$ cat src/rtl/rxfifo_pkg.sv
package rxfifo_pkg;

  // Base receive trigger level for a 2-bit select (classic four-step ladder).
  function automatic logic [3:0] base_level(input logic [1:0] sel);
    case (sel)
      2'b00:   base_level = 4'd1;
      2'b01:   base_level = 4'd4;
      2'b10:   base_level = 4'd8;
      default: base_level = 4'd14;
    endcase
  endfunction

  localparam logic [1:0] SIZE_LARGE = 2'b11;

endpackage

$ cat src/rtl/rxfifo_store.sv
module rxfifo_store #(
  parameter int DATA_W      = 8,
  parameter int DEPTH       = 128,
  parameter int SMALL_DEPTH = 16,
  localparam int AW         = $clog2(DEPTH),
  localparam int CNT_W      = $clog2(DEPTH + 1)
) (
  input  logic              clk,
  input  logic              rst,
  input  logic              clr,
  input  logic              big_mode,
  input  logic              wr_valid,
  input  logic [DATA_W-1:0] wr_data,
  input  logic              rd_en,
  input  logic              status_rd,
  output logic [DATA_W-1:0] rd_data,
  output logic [CNT_W-1:0]  count,
  output logic [CNT_W-1:0]  count_nxt,
  output logic              pop,
  output logic              overrun
);

  logic [DATA_W-1:0] mem [DEPTH];
  logic [AW-1:0]     wr_ptr, rd_ptr;
  logic [CNT_W-1:0]  cap;
  logic              full, push, drop;

  assign cap  = big_mode ? CNT_W'(DEPTH) : CNT_W'(SMALL_DEPTH);
  assign full = (count >= cap);
  assign pop  = rd_en && (count != '0) && !clr;
  assign push = wr_valid && (!full || pop) && !clr;
  assign drop = wr_valid && !push && !clr;

  always_comb begin
    if (clr) count_nxt = '0;
    else     count_nxt = count + CNT_W'(push) - CNT_W'(pop);
  end

  // Storage array: plain write port, no reset, so it maps onto block RAM.
  always_ff @(posedge clk) begin
    if (push) mem[wr_ptr] <= wr_data;
  end

  // Registered read port (read-before-write on a shared address).
  always_ff @(posedge clk) begin
    if (rst)      rd_data <= '0;
    else if (pop) rd_data <= mem[rd_ptr];
  end

  always_ff @(posedge clk) begin
    if (rst || clr) begin
      wr_ptr <= '0;
      rd_ptr <= '0;
      count  <= '0;
    end else begin
      if (push) wr_ptr <= wr_ptr + 1'b1;
      if (pop)  rd_ptr <= rd_ptr + 1'b1;
      count <= count_nxt;
    end
  end

  always_ff @(posedge clk) begin
    if (rst || clr)     overrun <= 1'b0;
    else if (drop)      overrun <= 1'b1;
    else if (status_rd) overrun <= 1'b0;
  end

  AST_CNT_BOUND: assert property (@(posedge clk) disable iff (rst)
    count <= CNT_W'(DEPTH));
  AST_DROP_SETS_OVR: assert property (@(posedge clk) disable iff (rst)
    (wr_valid && full && !rd_en && !clr) |=> overrun);
  AST_EMPTY_RD_IGNORED: assert property (@(posedge clk) disable iff (rst)
    (rd_en && count == '0 && !wr_valid && !clr) |=> (count == '0 && $stable(rd_data)));
  AST_FULL_SIMUL_HOLD: assert property (@(posedge clk) disable iff (rst)
    (wr_valid && rd_en && full && !clr) |=> $stable(count));

endmodule

$ cat src/rtl/rxfifo_trigger.sv
module rxfifo_trigger #(
  parameter int DEPTH       = 128,
  parameter int SMALL_DEPTH = 16,
  localparam int CNT_W      = $clog2(DEPTH + 1),
  localparam int TW         = CNT_W + 4
) (
  input  logic             clk,
  input  logic             rst,
  input  logic             clr,
  input  logic             big_mode,
  input  logic [1:0]       base_sel,
  input  logic [1:0]       mult_sel,
  input  logic [CNT_W-1:0] count_nxt,
  output logic             trig_irq,
  output logic             data_ready
);
  import rxfifo_pkg::*;

  logic [TW-1:0] raw_thr, cap, thr;

  assign raw_thr = TW'(base_level(base_sel)) << mult_sel;
  assign cap     = big_mode ? TW'(DEPTH) : TW'(SMALL_DEPTH);
  assign thr     = (raw_thr > cap) ? cap : raw_thr;

  always_ff @(posedge clk) begin
    if (rst || clr) begin
      trig_irq   <= 1'b0;
      data_ready <= 1'b0;
    end else begin
      trig_irq   <= (TW'(count_nxt) >= thr);
      data_ready <= (count_nxt != '0);
    end
  end

  AST_TRIG_NEEDS_DATA: assert property (@(posedge clk) disable iff (rst)
    trig_irq |-> data_ready);

endmodule

$ cat src/rtl/rxfifo_idle.sv
module rxfifo_idle #(
  parameter int CNT_W     = 8,
  parameter int TMO_CHARS = 4,
  localparam int IW       = $clog2(TMO_CHARS + 1)
) (
  input  logic             clk,
  input  logic             rst,
  input  logic             clr,
  input  logic             activity,
  input  logic             char_tick,
  input  logic [CNT_W-1:0] count_nxt,
  output logic             timeout_req
);

  logic [IW-1:0] idle_cnt;

  always_ff @(posedge clk) begin
    if (rst || clr) begin
      idle_cnt    <= '0;
      timeout_req <= 1'b0;
    end else if (activity || count_nxt == '0) begin
      idle_cnt    <= '0;
      timeout_req <= 1'b0;
    end else if (char_tick && idle_cnt < IW'(TMO_CHARS)) begin
      idle_cnt    <= idle_cnt + 1'b1;
      timeout_req <= (idle_cnt + 1'b1 == IW'(TMO_CHARS));
    end
  end

  AST_TMO_CLEARED_BY_ACTIVITY: assert property (@(posedge clk) disable iff (rst)
    activity |=> !timeout_req);

endmodule

$ cat src/rtl/rxfifo_scaled.sv
module rxfifo_scaled #(
  parameter int DATA_W      = 8,
  parameter int DEPTH       = 128,
  parameter int SMALL_DEPTH = 16,
  parameter int TMO_CHARS   = 4,
  localparam int CNT_W      = $clog2(DEPTH + 1)
) (
  input  logic              clk,
  input  logic              rst,
  input  logic              fifo_clr,
  input  logic              wr_valid,
  input  logic [DATA_W-1:0] wr_data,
  input  logic              rd_en,
  input  logic              status_rd,
  input  logic [1:0]        base_sel,
  input  logic [7:0]        cfg_byte,
  input  logic              char_tick,
  output logic [DATA_W-1:0] rd_data,
  output logic [CNT_W-1:0]  fill_cnt,
  output logic              data_ready,
  output logic              trig_irq,
  output logic              timeout_req,
  output logic              overrun
);
  import rxfifo_pkg::*;

  logic             big_mode;
  logic [1:0]       mult_sel;
  logic [CNT_W-1:0] count_nxt;
  logic             pop;

  assign big_mode = (cfg_byte[1:0] == SIZE_LARGE);
  assign mult_sel = cfg_byte[5:4];

  rxfifo_store #(.DATA_W(DATA_W), .DEPTH(DEPTH), .SMALL_DEPTH(SMALL_DEPTH)) u_store (
    .clk(clk), .rst(rst), .clr(fifo_clr), .big_mode(big_mode),
    .wr_valid(wr_valid), .wr_data(wr_data), .rd_en(rd_en), .status_rd(status_rd),
    .rd_data(rd_data), .count(fill_cnt), .count_nxt(count_nxt), .pop(pop),
    .overrun(overrun)
  );

  rxfifo_trigger #(.DEPTH(DEPTH), .SMALL_DEPTH(SMALL_DEPTH)) u_trig (
    .clk(clk), .rst(rst), .clr(fifo_clr), .big_mode(big_mode),
    .base_sel(base_sel), .mult_sel(mult_sel), .count_nxt(count_nxt),
    .trig_irq(trig_irq), .data_ready(data_ready)
  );

  rxfifo_idle #(.CNT_W(CNT_W), .TMO_CHARS(TMO_CHARS)) u_idle (
    .clk(clk), .rst(rst), .clr(fifo_clr), .activity(wr_valid || pop),
    .char_tick(char_tick), .count_nxt(count_nxt), .timeout_req(timeout_req)
  );

  AST_CLR_EMPTIES: assert property (@(posedge clk) disable iff (rst)
    fifo_clr |=> (fill_cnt == '0 && !overrun && !trig_irq && !timeout_req));
  AST_READY_MATCHES_CNT: assert property (@(posedge clk) disable iff (rst)
    data_ready |-> fill_cnt != '0);

endmodule

$ cat config.mk
export PLATFORM = sky130hd
export DESIGN_NAME = rxfifo_scaled
export DESIGN_NICKNAME = d
export VERILOG_FILES = /design/src/rtl/rxfifo_pkg.sv /design/src/rtl/rxfifo_store.sv /design/src/rtl/rxfifo_trigger.sv /design/src/rtl/rxfifo_idle.sv /design/src/rtl/rxfifo_scaled.sv
export SDC_FILE = /design/constraint.sdc
export NUM_CORES = 1
export LEC_CHECK = 0
export BUFFER_PORTS_ARGS = -buffer_cell sky130_fd_sc_hd__buf_2
export CAP_MARGIN = 0
export CORE_UTILIZATION = 55
export CTS_CLUSTER_SIZE = 8
export DETAILED_ROUTE_END_ITERATION = 16
export PLACE_DENSITY = 0.82
export RECOVER_POWER = 25
export SLEW_MARGIN = 20
export SYNTH_ARGS = -nofsm -noshare
export SYNTH_HDL_FRONTEND = slang
export SYNTH_SLANG_ARGS = --single-unit
$ cat constraint.sdc
create_clock -name clk -period 4.45 [get_ports clk]
set_input_delay 0.6675 -clock clk [delete_from_list [all_inputs] [get_ports clk]]
set_output_delay 0.6675 -clock clk [all_outputs]
set_load 0.005 [all_outputs]
== After elaboration in Yosys (flattened, before gate mapping) ==
Memory sizes are Yosys's and may differ from the RTL's. A register that Yosys moved wholly into a read port is not among the register bits.
Cells that the tools add are included.

* Bits in registers: 29
* Bits in writable memories: 1,024
* Input bits: 25
* Output and inout port bits: 20
* Memories kept: 1

* Add/sub/neg operators: 5
* $lt $le $gt $ge: 4
* Equality and inequality tests: 4
* Shift-type cells: 1
* Mux-type cells: 9
* Reductions and logical operators: 20

{| class="wikitable"
|+ Memories
! name !! words !! width !! read ports !! clocked after memory_dff !! wr ports !! RTL line !! text
|-
| u_store.mem || 128 || 8 || 1 || 1 || 1 || rxfifo_store.sv:23 || <nowiki>logic [DATA_W-1:0] mem [DEPTH];</nowiki>
|}

{| class="wikitable"
|+ Operators by type and width
! operator !! number
|-
| $mux 8 || 3
|-
| $reduce_bool 8->1 || 2
|-
| $add 7x1->7 const B || 2
|-
| $ge 8x12->1 || 1
|-
| $gt 12x12->1 || 1
|-
| $mux 12 || 1
|-
| $pmux 4 s3 || 1
|-
| $shl 4x2->12 || 1
|-
| $add 8x1->8 || 1
|-
| $ge 8x8->1 || 1
|-
| $logic_not 8->1 || 1
|-
| $sub 8x1->8 || 1
|-
| $logic_and 1x1->1 || 7
|-
| $eq 2x2->1 const B || 2
|-
| $logic_or 1x1->1 || 4
|-
| $mux 1 || 4
|-
| $add 3x1->3 const B || 1
|-
| $eq 3x3->1 const B || 1
|-
| $logic_not 1->1 || 3
|-
| $lt 3x3->1 const B || 1
|-
| $eq 2x1->1 const B || 1
|-
| $logic_not 2->1 || 1
|-
| $reduce_bool 2->1 || 1
|-
| $reduce_or 2->1 || 1
|}

== Logic depth before layout (Yosys ltp) ==
Gate-level depths: netlist of the first run.

* Word-level depth: 13
* Depth in mapped cells: 20

== By module ==
A second synthesis of the first run with hierarchy kept.

* Cell total of the unflattened synthesis: 2,174
* Area total of the unflattened synthesis: 42,131.7 sq um

{| class="wikitable"
|+ Modules (own cells, without submodules)
! module !! times used !! cells each !! area each (sq um)
|-
| rxfifo_store || 1 || 2,099 || 41,493.5
|-
| rxfifo_trigger || 1 || 54 || 435.4
|-
| rxfifo_idle || 1 || 19 || 190.2
|-
| rxfifo_scaled || 1 || 2 || 12.5
|}

== Worst setup path after synthesis of the first run ==
OpenSTA, ideal clock, no wires.

* Kind: input-to-reg
* From: input cfg_byte[0]
* To: register u_trig.trig_irq
* Arrival: 4,005 ps
* Required time: 4,330 ps
* Setup slack: 325 ps
* Stages: 18
* Path buffers: 1
* Cell sequence: and2_1 -> clkbuf_1 -> inv_1 -> ha_1 -> and4bb_1 -> o41ai_2 -> a21oi_1 -> nor2_1 -> ha_1 -> fa_1 -> nor2b_1 -> ha_1 -> a21o_1 -> a21oi_1 -> nor2b_1 -> o21ai_0 -> a21oi_1 -> o31a_1

* Cells in the longest elaborated chain, start to end: 11
* Elaborated cells on any way between the ends: 14
* Classes of those cells: add/sub (2); order compare (3); eq/ne (1); mux (4); reduce/logical (4)

{| class="wikitable"
|+ RTL lines
! element !! RTL line !! text
|-
| from (decl) || rxfifo_scaled.sv:16 || <nowiki>input logic [7:0] cfg_byte,</nowiki>
|-
| $eq 2x2->1 || rxfifo_scaled.sv:32 || <nowiki>assign big_mode = (cfg_byte[1:0] == SIZE_LARGE);</nowiki>
|-
| $mux 8 || rxfifo_store.sv:28 || <nowiki>assign cap = big_mode ? CNT_W'(DEPTH) : CNT_W'(SMALL_DEPTH);</nowiki>
|-
| $ge 8x8->1 || rxfifo_store.sv:29 || <nowiki>assign full = (count >= cap);</nowiki>
|-
| $logic_not 1->1 || rxfifo_store.sv:31 || <nowiki>assign push = wr_valid && (!full || pop) && !clr;</nowiki>
|-
| $logic_or 1x1->1 || rxfifo_store.sv:31 ||
|-
| $logic_and 1x1->1 (2 in series) || rxfifo_store.sv:31 ||
|-
| named net u_store.push || rxfifo_store.sv:26 || <nowiki>logic full, push, drop;</nowiki>
|-
| $add 8x1->8 || rxfifo_store.sv:36 || <nowiki>else count_nxt = count + CNT_W'(push) - CNT_W'(pop);</nowiki>
|-
| $sub 8x1->8 || rxfifo_store.sv:36 ||
|-
| $mux 8 || rxfifo_store.sv:35 || <nowiki>if (clr) count_nxt = '0;</nowiki>
|-
| named net count_nxt[1] || rxfifo_scaled.sv:29 || <nowiki>logic [CNT_W-1:0] count_nxt;</nowiki>
|-
| $ge 8x12->1 || rxfifo_trigger.sv:30 || <nowiki>trig_irq <= (TW'(count_nxt) >= thr);</nowiki>
|-
| to (signal assigned) || rxfifo_trigger.sv:30 ||
|-
| to (decl) || rxfifo_trigger.sv:14 || <nowiki>output logic trig_irq,</nowiki>
|}

The timed path passes the listed nets, and every way through them passes these cells.
A chain may end at the register's enable or synchronous reset.

== Worst setup path in the final report of the first run ==
* From: input wr_data[5]
* To: memory u_store.mem[83][5], data pin

{| class="wikitable"
|+ RTL lines
! element !! RTL line !! text
|-
| from (decl) || rxfifo_scaled.sv:12 || <nowiki>input logic [DATA_W-1:0] wr_data,</nowiki>
|-
| to (decl) || rxfifo_store.sv:23 ||
|}

No word-level cell before the write port.

==> results.cfg, run 1 <==
[grt]
grt_max_degree = 104
antenna_found_initial = 1
grtUsageTotal_pct = 26.7
grt_pass1_vias = 23300
grt-ovfl-total = 0
grt_pass1_wl_um = 151000

[synth]
synth_cell_types = 69
syn-num-nets = 2236
synth.largest_area_cell = edfxtp_1
syn_avg_cell_area_um2 = 19.5
async_reset_ff_share_pct = 0
ys.flop_type = edfxtp_1
yosysSeqAreaShare_pct = 74.0
synth_top_area_share_pct = 72.3
ys_ff_latch = 1061
synth_cells = 2184
synth_edf_count = 1024
ys_top_cells_by_area = edfxtp_1 (72%), mux4_2 (9.4%), mux2i_1 (3.7%), mux4_1 (2.0%), dfxtp_1 (1.7%)
netlist_area_um2 = 42500
yosysWarnings = 0

[route]
wl_per_cell_um = 30.0
dr_total_vias = 22700
firstDrtPassIters = 6
drcViolationCount = 0
routed_wl_um = 103000
ant_nets = 0
vias_per_cell = 6.63
drt_iter0_drc = 3190

[floorplanning]
rows = 101
ios = 45
die_area_um2 = 78500
core-area_um2 = 76200
dieHeight_um = 280
start_util_pct = 55.8
die_w_um = 280

[critical_path]
crit_path_top_delay_cell = clkbuf_1
critPathMaxStageDelay_ns = 2.72
rrSetupSlack_ns = 0.58
startpoint = wr_data[5]
crit_path_cell_trace = clkbuf_1 > buf_4
start_kind = input port
critPathTopFamily = buffers and inverters
crit_end = u_store.mem[83][5]$_DFFE_PP_
rr_worst_depth = 18
cp_data_arrival_time_ns = 4.38
path_depth = 2
cp.required_ns = 4.89
end_kind = register
timing.rr.end = u_trig.trig_irq$_SDFF_PP0_
crit_fanout = 78
critical_path_class = in2reg
critPathBufInv = 2
timing.rr.start = u_store.count[4]$_SDFF_PP0_

[layout]
post-route-util_pct = 63.1
multi_input_area_um2 = 10100
areaGrowthSynthToFinish_pct = 13.0
layout_commonest_cell = edfxtp_1
fillers = 4827
layout_common_cells = edfxtp_1 (1024), nor2_1 (196), mux4_2 (178)
insertedDiodeCount = 0
fin_nets = 2399
register_area_um2 = 31500
drive_above_1_share_pct = 20.8
stdcell_area_um2 = 48100

[pwr]
finalPower_mw = 22.8
p_per_area_nw_per_um2 = 474
share_seq_of_total_power_pct = 48.7
swShare_pct = 21.8
p_clk_share_pct = 44.7
switchingPower_mw = 4.96
p_comb_share_pct = 6.6
power.internal_mw = 17.8
ir_drop_v = 0.000421
leakagePower_nw = 14.8

[clock_network]
cts_buffers = 150
cts-htree-levels = 4
post_cts_resized = 0
cts.clk_slew.worst_paths_ns = 0.05
cts-root-buf = clkbuf_16
clkLatencyLatePin_ns = 0.73
cts_buffer_depth = 3
cts_setup_buffers = 0
cts_tree = yes
hold_buffers = 0
clock-sinks = 1061

[placement]
gp_congestion = 0.914
dpl_cell_area_um2 = 44000
numPortBuffers = 40
dp_hpwl_um = 58400
dp_slack_ns = 0.111

[timing]
setup_viol = 0
slew_headroom_pct = -168
rsz0062_at_grt = no
slew_violations = 716
skew_ns = 0.0293
hold_viol_final = 0
worst_pin_slew_ns = 4.01
fin_crit_ns = 3.95
min_period_over_period_pct = 88.7
tns_ns = 0
layout_setup_ws_ns = 0.504
fmax_mhz = 253

[outcome]
violations = capacitance limit, slew limit
outcome = finished with violations

[job]
maxCapViolCount = 8

[min_path]
min_path_type = in2reg
hold_depth = 3
min_from = status_rd
==> logic make-up after synthesis <==
| logic type | count (synthesis) | synth area share, % |
|---|---|---|
| compound gates | 206 | 3.29 |
| fa+ha+maj | 27 | 0.812 |
| simple gates | 353 | 3.78 |
| xor+xnor | 16 | 0.329 |
| mux | 379 | 15.4 |
| buf+inv | 141 | 2.35 |
| flops | 1061 | 74.0 |
| other cells | 1 | 0.00881 |
==> worst reg2reg max path: stages, from the launching register on <==
cell and delay (ns):
dfxtp_1 0.35, inv_1 0.10, ha_1 0.29, and4bb_1 0.21
o41ai_2 0.06, a21oi_1 0.35, nor2_1 0.13, ha_1 0.25
fa_1 0.43, a21oi_1 0.16, o21bai_1 0.12, nand2_1 0.10
nor4_1 0.05, a211oi_1 0.38, inv_1 0.11, ha_1 0.30
o21ai_0 0.07, a21oi_1 0.06, o31a_1 0.23
==> registers in the layout, summed over array words and instances, names as in the netlist <==
| register | cells |
|---|---|
| u_idle.idle_cnt | 3 |
| u_store.overrun | 1 |
| u_trig.data_ready | 1 |
| u_store.wr_ptr | 7 |
| u_trig.trig_irq | 1 |
| u_store.rd_data | 8 |
| u_store.count | 8 |
| u_idle.timeout_req | 1 |
| u_store.mem | 1024 |
| u_store.rd_ptr | 7 |
==> per-stage QoR <==
step	hold slack, ns	std cells
2_1_floorplan	0.466	2184
3_3_place_gp	0.458	3225
3_5_place_dp	0.493	3225
4_1_cts	0.202	3425
5_1_grt	0.244	3425
6_report	0.236	3425
==> worst min-delay path by stage <==
stage | endpoint | slack (ns)
after floorplan | u_store.overrun$_SDFFE_PP0P_ | 0.47
after global placement | u_store.overrun$_SDFFE_PP0P_ | 0.46
after detailed placement | u_store.overrun$_SDFFE_PP0P_ | 0.49
after CTS | u_store.overrun$_SDFFE_PP0P_ | 0.20
after global routing | u_store.overrun$_SDFFE_PP0P_ | 0.24
final | u_store.overrun$_SDFFE_PP0P_ | 0.24
==> cell type report <==
type                       instances  share of cell area (%)
timing repair buffer             134                    2.11
clock inverter                     9                   0.242
tap                             1030                    2.68
clock buffer                     191                    8.35
sequential                      1061                    65.5
inverter                          18                   0.141
multi-input combinational        982                    20.9
==> synthesized netlist by cell type, types with 5 or more instances <==
library cell,number
edfxtp_1,1024
nor2_1,196
mux4_2,178
mux2i_1,159
o22ai_1,48
nand2_1,45
dfxtp_1,37
a21oi_1,34
mux4_1,32
buf_2,31
clkbuf_1,29
a211oi_1,26
buf_6,26
ha_1,26
o21ai_0,26
nor2b_1,23
buf_4,22
nand3_1,22
inv_1,18
o221ai_1,15
nor3_1,13
nand2b_1,12
xor2_1,12
a22oi_1,9
mux2_2,9
nor4_1,9
o21bai_1,8
a22o_1,6
nand4_1,6
a31oi_1,5
buf_12,5
o22a_1,5
==> routing by layer <==
metal / global-route usage, % / up-vias / share of wire [%]
met2: 43.4 / 1616 / 49
met1: 34.3 / 11600 / 36
li1: - / 9205 / -
met3: 6.18 / 321 / 10
met5: 0 / - / 0
met4: 12.2 / 0 / 4.6
==> power groups by stage <==
stage / Combinational, mW / Clock (mW) / Sequential, mW
2_1_floorplan: 0.978 / 0 / 11.2
3_3_place_gp: 1.44 / 0 / 11.3
3_5_place_dp: 1.47 / 0 / 11.3
4_1_cts: 1.49 / 10.3 / 11.1
5_1_grt: 1.62 / 10.7 / 11.1
6_report: 1.50 / 10.2 / 11.1
Note: power is estimated with default switching activity, not from simulation.
==> run 2: changes to the inputs <==
clock period = 5.07 ns   (was 4.45 ns; I/O delays follow)
==> run 2 against run 1 <==
Against the previous run:
- the flow still finishes with violations (capacitance limit, slew limit)
- cell count decreased by 1.2%
- combinational power decreased by 13%
- clock skew grew 0.0013 ns
- sequential cell count did not move
- first-iteration DRC count increased by 8.6%
- global-route usage is 0.064 points higher
- largest cell class unchanged
==> results.cfg, run 2 (synthesis gave the netlist of run 1 again) <==
[clock_network]
cts_buffer_depth = 3
clock-sinks = 1061
hold_buffers = 0
cts_buffers = 150
cts-root-buf = clkbuf_16
cts.clk_slew.worst_paths_ns = 0.05
cts_tree = yes
cts-htree-levels = 4
clkLatencyLatePin_ns = 0.74
cts_setup_buffers = 0
post_cts_resized = 0

[floorplanning]
start_util_pct = 55.8
core-area_um2 = 76200
rows = 101
ios = 45
dieHeight_um = 280
die_w_um = 280
die_area_um2 = 78500

[critical_path]
crit_path_cell_trace = clkbuf_1 > clkbuf_1
rrSetupSlack_ns = 1.12
crit_path_top_delay_cell = clkbuf_1
end_kind = register
start_kind = input port
timing.rr.start = u_store.count[4]$_SDFF_PP0_
cp.required_ns = 5.23
crit_top_cell = clkbuf_1
timing.rr.end = u_trig.trig_irq$_SDFF_PP0_
cp_data_arrival_time_ns = 4.46
rr_worst_depth = 19
critPathBufInv = 2
critPathMaxStageDelay_ns = 1.86
crit_fanout = 48
critPathTopFamily = buffers and inverters
critical_path_class = in2reg

[placement]
gp_congestion = 0.933
numPortBuffers = 40
dp_hpwl_um = 57900
dp_slack_ns = 0.325

[timing]
fin_crit_ns = 4.31
tns_ns = 0
holdWs_ns = 0.340
setup_viol = 0
hold_viol_final = 0
slew_violations = 632
layout_setup_ws_ns = 0.765
rsz0062_at_grt = no
min_period_over_period_pct = 84.9
slew_headroom_pct = -179
skew_ns = 0.0306
worst_pin_slew_ns = 4.18
fmax_mhz = 232

[route]
wl_per_cell_um = 30.4
ant_nets = 0
drcViolationCount = 0
vias_per_cell = 6.69
drt_iter0_drc = 3464
firstDrtPassIters = 6
dr_total_vias = 22700
routed_wl_um = 103000

[layout]
insertedDiodeCount = 0
fillers = 4834
drive_above_1_share_pct = 18.9
layout_common_cells = edfxtp_1 (1024), nor2_1 (196), mux4_2 (178)
fin_nets = 2352
layout_commonest_cell = edfxtp_1
top_register = u_store.mem
largest_register_ffs = 1024
reg_top3 = u_store.mem x1024, u_store.count x8, u_store.rd_data x8
areaGrowthSynthToFinish_pct = 12.1

[outcome]
outcome = finished with violations
violations = capacitance limit, slew limit

[min_path]
hold_end = u_store.overrun$_SDFFE_PP0P_
min_from = status_rd
hold_depth = 3
min_path_type = in2reg

[pwr]
leakagePower_nw = 14.5
finalPower_mw = 20.0
ir_drop_v = 0.000359
p_per_area_nw_per_um2 = 420

[grt]
grt_max_degree = 97
grtUsageTotal_pct = 26.7
grt_pass1_vias = 22900
grt-ovfl-total = 0
grt_pass1_wl_um = 151000
antenna_found_initial = 0

[job]
maxCapViolCount = 9
-- run 2: report_power, final --
part	internal, mW	leakage [nW]	switching (mW)	total (mW)
Combinational	0.502	3.00	0.807	1.31
Sequential	9.69	9.50	0.0512	9.74
Clock	5.48	2.02	3.51	8.99
Total	15.7	14.5	4.37	20.0
-- run 2: metrics by stage --
step | cell area, µm² | utilization (%) | instances
after floorplan | 42500 | - | 2184
after global placement | 43600 | 57.2 | 3177
after detailed placement | 43600 | 57.2 | 3177
after CTS | 47700 | 62.6 | 3384
after global routing | 47700 | 62.6 | 3385
final | 47700 | 62.6 | 3385
-- run 2: cell type report --
type                            instances  area (µm²)  share of cell area [%]
Clock inverter                          9         113                   0.236
Sequential cell                      1061       31500                    66.1
Inverter                               18        67.6                   0.142
Multi-Input combinational cell        982       10100                    21.1
Timing Repair Buffer                   87         614                    1.29
Tap cell                             1030        1290                    2.70
Clock buffer                          198        4040                    8.47
-- run 2: worst min-delay path: cells and delay by family --
family / cells / cell delay [ns]
AND/OR/NAND/NOR: 1 / 0.10
AO/OA/AOI/OAI: 1 / 0.07
buffers and inverters: 1 / 0.08
-- run 2: layer usage --
| layer | track usage (%) | share of wire [%] |
|---|---|---|
| met5 | 0 | 0 |
| met4 | 11.9 | 4.3 |
| met3 | 6.78 | 11 |
| met2 | 43.3 | 49 |
| met1 | 34.3 | 35 |
-- run 2: how the worst max path moves through the flow --
stage,from,endpoint,depth (start not counted)
4_1_cts,cfg_byte[0],u_trig.trig_irq$_SDFF_PP0_,21
3_3_place_gp,cfg_byte[0],u_trig.trig_irq$_SDFF_PP0_,21
6_report,wr_data[2],u_store.mem[76][2]$_DFFE_PP_,2
2_1_floorplan,cfg_byte[0],u_trig.trig_irq$_SDFF_PP0_,18
5_1_grt,wr_data[4],u_store.mem[50][4]$_DFFE_PP_,2
3_5_place_dp,cfg_byte[0],u_trig.trig_irq$_SDFF_PP0_,21
